File: src/rtl/add_unit_pkg.sv
package add_unit_pkg;
  localparam int INST_W = 32;
  localparam int OPC_W  = 6;
  localparam int REG_AW = 5;

  // Field low-bit positions derived from the fixed instruction layout
  localparam int OPC_LSB = INST_W - OPC_W;
  localparam int RD_LSB  = OPC_LSB - REG_AW;
  localparam int RA_LSB  = RD_LSB - REG_AW;
  localparam int RB_LSB  = RA_LSB - REG_AW;
  localparam int PAD_W   = RB_LSB;

  typedef struct packed {
    logic execute;     // accepted legal add this cycle
    logic useCarryIn;  // opcode carry-in select
    logic keepCarry;   // opcode keep-flag select
    logic writeRd;     // execute with nonzero destination
    logic raiseTrap;   // accepted illegal zero word
  } addStrobes_t;
endpackage

File: src/rtl/add_unit_ctrl.sv
module add_unit_ctrl
  import add_unit_pkg::*;
#(
  parameter bit TRAP_ZERO = 1'b1
) (
  input  logic              instValid,
  input  logic [INST_W-1:0] instWord,
  output addStrobes_t       strobes,
  output logic [REG_AW-1:0] rdIdx,
  output logic [REG_AW-1:0] raIdx,
  output logic [REG_AW-1:0] rbIdx
);
  logic [OPC_W-1:0] opcode;
  logic isAddFamily;
  logic padClear;
  logic trapHit;
  logic legal;

  assign opcode = instWord[INST_W-1 -: OPC_W];
  assign rdIdx  = instWord[RD_LSB +: REG_AW];
  assign raIdx  = instWord[RA_LSB +: REG_AW];
  assign rbIdx  = instWord[RB_LSB +: REG_AW];

  // opcode reads 0,0,0,K,C,0 from MSB down
  assign isAddFamily = (opcode[5:3] == 3'b000) && !opcode[0];
  assign padClear    = (instWord[PAD_W-1:0] == '0);

  generate
    if (TRAP_ZERO) begin : g_zeroTrap
      assign trapHit = (instWord == '0);
    end else begin : g_noTrap
      assign trapHit = 1'b0;
    end
  endgenerate

  assign legal = isAddFamily && padClear && !trapHit;

  always_comb begin
    strobes.execute    = instValid && legal;
    strobes.keepCarry  = opcode[2];
    strobes.useCarryIn = opcode[1];
    strobes.writeRd    = instValid && legal && (rdIdx != '0);
    strobes.raiseTrap  = instValid && trapHit;
  end
endmodule

File: src/rtl/add_unit_dp.sv
module add_unit_dp
  import add_unit_pkg::*;
#(
  parameter int XLEN = 32
) (
  input  logic              clk,
  input  logic              rst_n,
  input  addStrobes_t       strobes,
  input  logic [XLEN-1:0]   srcA,
  input  logic [XLEN-1:0]   srcB,
  input  logic [REG_AW-1:0] rdIdx,
  output logic              rdWrEn,
  output logic [REG_AW-1:0] rdAddr,
  output logic [XLEN-1:0]   rdData,
  output logic              carryWrEn,
  output logic              carryFlag,
  output logic              illegalTrap
);
  localparam int SUM_W = XLEN + 1;

  logic             carryIn;
  logic [SUM_W-1:0] wideSum;
  logic             flagUpdate;

  assign carryIn    = strobes.useCarryIn && carryFlag;
  assign wideSum    = {1'b0, srcA} + {1'b0, srcB} + {{XLEN{1'b0}}, carryIn};
  assign flagUpdate = strobes.execute && !strobes.keepCarry;

  always_ff @(posedge clk) begin
    if (!rst_n) begin
      rdWrEn      <= 1'b0;
      rdAddr      <= '0;
      rdData      <= '0;
      carryWrEn   <= 1'b0;
      carryFlag   <= 1'b0;
      illegalTrap <= 1'b0;
    end else begin
      rdWrEn      <= strobes.writeRd;
      carryWrEn   <= flagUpdate;
      illegalTrap <= strobes.raiseTrap;
      if (strobes.execute) begin
        rdData <= wideSum[XLEN-1:0];
        rdAddr <= rdIdx;
      end
      if (flagUpdate) begin
        carryFlag <= wideSum[XLEN];
      end
    end
  end
endmodule

File: src/rtl/add_carry_exec.sv
module add_carry_exec
  import add_unit_pkg::*;
#(
  parameter int XLEN      = 32,
  parameter bit TRAP_ZERO = 1'b1
) (
  input  logic              clk,
  input  logic              rst_n,
  input  logic              instValid,
  input  logic [INST_W-1:0] instWord,
  input  logic [XLEN-1:0]   srcA,
  input  logic [XLEN-1:0]   srcB,
  output logic [REG_AW-1:0] raAddr,
  output logic [REG_AW-1:0] rbAddr,
  output logic              rdWrEn,
  output logic [REG_AW-1:0] rdAddr,
  output logic [XLEN-1:0]   rdData,
  output logic              carryWrEn,
  output logic              carryFlag,
  output logic              illegalTrap
);
  addStrobes_t       strobes;
  logic [REG_AW-1:0] rdIdx;

  add_unit_ctrl #(.TRAP_ZERO(TRAP_ZERO)) u_ctrl (
    .instValid (instValid),
    .instWord  (instWord),
    .strobes   (strobes),
    .rdIdx     (rdIdx),
    .raIdx     (raAddr),
    .rbIdx     (rbAddr)
  );

  add_unit_dp #(.XLEN(XLEN)) u_dp (
    .clk         (clk),
    .rst_n       (rst_n),
    .strobes     (strobes),
    .srcA        (srcA),
    .srcB        (srcB),
    .rdIdx       (rdIdx),
    .rdWrEn      (rdWrEn),
    .rdAddr      (rdAddr),
    .rdData      (rdData),
    .carryWrEn   (carryWrEn),
    .carryFlag   (carryFlag),
    .illegalTrap (illegalTrap)
  );
endmodule

File: config.mk
export PLATFORM = sky130hd
export DESIGN_NAME = add_carry_exec
export DESIGN_NICKNAME = d
export VERILOG_FILES = /design/src/rtl/add_unit_pkg.sv /design/src/rtl/add_unit_ctrl.sv /design/src/rtl/add_unit_dp.sv /design/src/rtl/add_carry_exec.sv
export SDC_FILE = /design/constraint.sdc
export NUM_CORES = 1
export LEC_CHECK = 0
export BUFFER_PORTS_ARGS = -buffer_cell sky130_fd_sc_hd__buf_2
export CAP_MARGIN = 0
export CORE_AREA = 2 2 91 137
export DETAILED_ROUTE_END_ITERATION = 8
export DIE_AREA = 0 0 93 139
export SYNTH_ARGS = -nofsm -noshare
export SYNTH_HDL_FRONTEND = slang
export SYNTH_SLANG_ARGS = --single-unit
export TNS_END_PERCENT = 100
File: constraint.sdc
create_clock -name clk -period 3.2 [get_ports clk]
set_input_delay 0.64 -clock clk [delete_from_list [all_inputs] [get_ports clk]]
set_output_delay 0.64 -clock clk [all_outputs]
set_load 0.005 [all_outputs]
==> impl_summary.md <==
Place
At the end of routability-driven placement, the weighted congestion stood at 0.9069. The count of input and output buffers is 149. Once placement completed, the tool counted placed cells totaling 719. Detailed placement ended at an HPWL of around 9000 um.

Summing all placed instances gives a cell area of 4275 um^2. Before CTS, the worst setup slack after placement is -107.7 ps.

GRT
The first global-routing pass estimated 17030 um of wire. The pin count of the biggest net entering global routing is 28. The number of global-route vias before repair is between 3000 and 4000. The total track usage is 0.1634. The initial antenna violation count is 0.

The total overflow left after global routing is 0.

STA
For the pin with the worst max-slew slack, the measured transition is 860.7 ps. Setup repair after global routing left no endpoint under its margin. Counting I/O delays and the setup requirement, the final critical path takes 2975 ps. The final setup violation count is 0.

Timing would allow up to 336.2 MHz. Clock skew on the completed layout was measured at between 4 and 5 ps. The max-slew violation count is 0. Dividing the final minimum period by the clock period gives 0.9296. The minimum setup slack in the final design is 225.2 ps. The headroom to the max-slew limit is 0.4256. The setup TNS after final layout is 0 ps. The number of hold-slack violations in the final timing report was 0.

Critical path
The cell family contributing the most delay on the critical path is compound AO/OA/AOI/OAI gates. The number of logic stages on the critical path including buffering is 13. The critical path is of the in2reg type.

In this design, the stage delay of the slowest critical-path cell is 460 ps. The worst setup path is captured at a register. Walking the worst path, the cells encountered are buf_2 -> inv_1 -> fa_1 -> inv_1 -> fa_1 -> a21o_1 -> and4_1 -> o211ai_2 -> a2111oi_4 -> nor2_2 -> o21ai_4 -> o21ai_1 -> a311o_1. The buffering stage count on the worst path with inverters included is 3. The critical path launch point type is a primary input. The worst register-to-register path has a depth of 12. The worst path required time is roughly 3400 ps. Data on the critical path arrives at its endpoint at 3150 ps. The critical-path maximum fanout is 6. The largest individual stage delay along the critical path comes from the cell sky130_fd_sc_hd__fa_1.

Hold path
The path class of the lowest-slack min-delay path is reg2reg. Along the worst hold path, the cell count comes to 2.

CTS
The clock tree buffer depth is 2. Clock-pin slew was measured on the worst setup and hold paths at about 60 ps. Post-CTS repair changed the size of 0 cells. The number of buffers added for setup after CTS is 0.

Clock tree synthesis inserted a total of 5 buffers. TritonCTS built the clock tree. The total number of clock tree sinks is 41. The cts-stage hold buffer count is 0.

The source-to-sink clock delay at the later pin of the worst-skew pair is 280 ps. The H-tree generated during clock tree synthesis spans 2 levels. The tree is rooted in a sky130_fd_sc_hd__clkbuf_16.

Power
Summed over all cells, the static leakage comes to around 0.0021 uW. The cell-internal power is 1111 uW. Of the total power, the clock network draws 0.380. IR analysis of the VDD net gives a maximum drop of ~0.18 mV.

The analysis attributes to net switching a power of 464.4 uW. The part of the total power dissipated in combinational logic is 0.296. The power density over the cells is 354.1 nW/um^2. The switching part of the total power is 0.2948. The proportion of power drawn by flip-flops and latches is 0.324.

Logic synthesis
The yosys synthesis warning count is 0. The gate count of the mapped netlist is 430. When the netlist entered floorplanning its net count stood at approximately 560. In the synthesized netlist the dominant register cell turns out to be sky130_fd_sc_hd__dfxtp_1. The post-synthesis sequential element count is 41.

The synthesized design contains 0 enable-type register cells. Synthesis instantiated 65 different standard cells from the library. The portion of the post-synthesis area used by sequential elements is 0.2446. Dividing the synthesized area by the synthesized cell count gives 7.804 um^2. The proportion of register bits with asynchronous set or reset after synthesis is 0. In this run the cell area of the synthesized design comes to 3356 um^2.

Route
The detailed router placed 3675 vias in this run. Once detail routing completed, the nets flagged for antenna violations numbered 0. The final routed DRC violation total is 0. The via-per-instance ratio is approximately 5.1. The total iterations of the first detailed-routing run is 4. After detailed routing, the total wire length is about 11000 um. In this run, the number of DRC markers left after iteration 0 of detailed routing was around 130. The routed wire length per instance is about 15 um.

Die
Row generation in the floorplan step produced 49 rows. The floorplan step defined a die boundary enclosing about 13000 um^2. The die outline width is 93 um. The effective utilization at floorplan is 0.2851. The total area inside the core boundary comes to 11770 um^2.

The number of I/O pins is 150. The die is 139 um tall.

Finish
The area added between synthesis and finish is 32.55%. The fraction of final layout cells with drive strength greater than 1 is 0.3293. Summing all non-filler instances in the final layout gives an area of 4448 um^2. 0 antenna diodes ended up in the layout. At the end of the flow the core is filled with cells to 0.3779. Fill cells in the final layout number 1289.

The count of cells in the finished layout, fillers not included, comes to 727. The final layout net count is 705.

Run
The number of max-cap violations is 0.

Run status
The flow ran to the end, and the final reports show no timing, DRC or antenna violations.
-- layout make-up --
class / instances / area (um^2) / share of cell area
sequential: 41 / 820.8 / 0.1845
inverter: 11 / 41.29 / 0.009283
clock inverter: 1 / 30.03 / 0.006751
timing repair buffer: 165 / 878.3 / 0.1975
tap: 153 / 191.4 / 0.04304
multi-input combinational: 349 / 2344 / 0.5269
clock buffer: 7 / 142.6 / 0.03207
-- per-stage QoR --
step           hold WS (ps)  power, uW
6_report              452.9       1575
5_1_grt               462.4       1663
4_1_cts               455.3       1595
3_5_place_dp          441.3      984.8
3_3_place_gp          442.2      981.2
2_1_floorplan         448.2      829.3
-- Yosys cell counts, types with 7 or more instances --
cell,n,area [um^2]
sky130_fd_sc_hd__clkbuf_1,14,52.55
sky130_fd_sc_hd__a21oi_1,42,210.2
sky130_fd_sc_hd__inv_1,11,41.29
sky130_fd_sc_hd__nand2_1,56,210.2
sky130_fd_sc_hd__o21ai_0,18,90.09
sky130_fd_sc_hd__xor2_1,9,78.83
sky130_fd_sc_hd__buf_4,10,75.07
sky130_fd_sc_hd__xnor2_1,10,87.58
sky130_fd_sc_hd__dfxtp_1,41,820.8
sky130_fd_sc_hd__a21o_1,7,52.55
sky130_fd_sc_hd__nor2_1,26,97.59
sky130_fd_sc_hd__nand3_1,28,140.1
sky130_fd_sc_hd__nor3_1,8,40.04
sky130_fd_sc_hd__nand4_1,8,50.05
sky130_fd_sc_hd__ha_1,31,387.9
sky130_fd_sc_hd__nor4_1,8,50.05
-- registers in the layout (all words and copies together), names as in the netlist --
name and flops:
u_dp.rdData 32, u_dp.rdAddr 5, u_dp.carryFlag 1, u_dp.carryWrEn 1
u_dp.illegalTrap 1, u_dp.rdWrEn 1
-- metal layers --
layer,part of all wire,track usage,vias up
met5,0,0,-
met2,0.56,0.3211,139
met3,0.051,0.02609,18
met4,0.020,0.06889,0
met1,0.37,0.1643,1667
li1,-,-,1851
-- cell usage in the layout (no fill, tap or decap), types with 8 or more instances in the layout --
cell / n
sky130_fd_sc_hd__inv_1: 11
sky130_fd_sc_hd__nor3_1: 8
sky130_fd_sc_hd__nand2_1: 56
sky130_fd_sc_hd__nand4_1: 8
sky130_fd_sc_hd__xnor2_1: 10
sky130_fd_sc_hd__xor2_1: 9
sky130_fd_sc_hd__a21oi_1: 42
sky130_fd_sc_hd__o21ai_0: 18
sky130_fd_sc_hd__nor4_1: 8
sky130_fd_sc_hd__nor2_1: 25
sky130_fd_sc_hd__nand3_1: 28
sky130_fd_sc_hd__dfxtp_1: 41
sky130_fd_sc_hd__buf_2: 149
sky130_fd_sc_hd__buf_4: 15
sky130_fd_sc_hd__ha_1: 31
-- kinds of logic after synthesis --
family / synth area share
compound gates: 0.2535
xor+xnor: 0.04959
mux: 0.01790
buf+inv: 0.05779
simple gates: 0.2491
fa+ha+maj: 0.1275
flops: 0.2446
-- tightest hold or removal path, cell delays in order, from the launching register on --
cell                      delay [ps]
sky130_fd_sc_hd__dfxtp_1         310
sky130_fd_sc_hd__nand2_1          50
sky130_fd_sc_hd__a21oi_1          50
-- power groups by stage --
| stage | logic [uW] | clock network [uW] | registers [uW] |
|---|---|---|---|
| after CTS | 466 | 619 | 510 |
| after floorplan | 308 | 0 | 522 |
| final | 466 | 599 | 510 |
| after global routing | 516 | 636 | 510 |
| after global placement | 460 | 0 | 522 |
| after detailed placement | 463 | 0 | 522 |
-- worst paths after layout --
kind	startpoint	endpoint	slack, ps
setup / recovery	srcA[0]	u_dp.rdData[30]$_SDFFE_PN0P_	230
hold reg to reg	u_dp.rdData[17]$_SDFFE_PN0P_	u_dp.rdData[17]$_SDFFE_PN0P_	450
setup reg to reg	u_dp.carryFlag$_SDFFE_PN0P_	u_dp.rdData[30]$_SDFFE_PN0P_	280
hold / removal	u_dp.rdData[17]$_SDFFE_PN0P_	u_dp.rdData[17]$_SDFFE_PN0P_	450
Note: power is estimated with default switching activity, not from simulation.
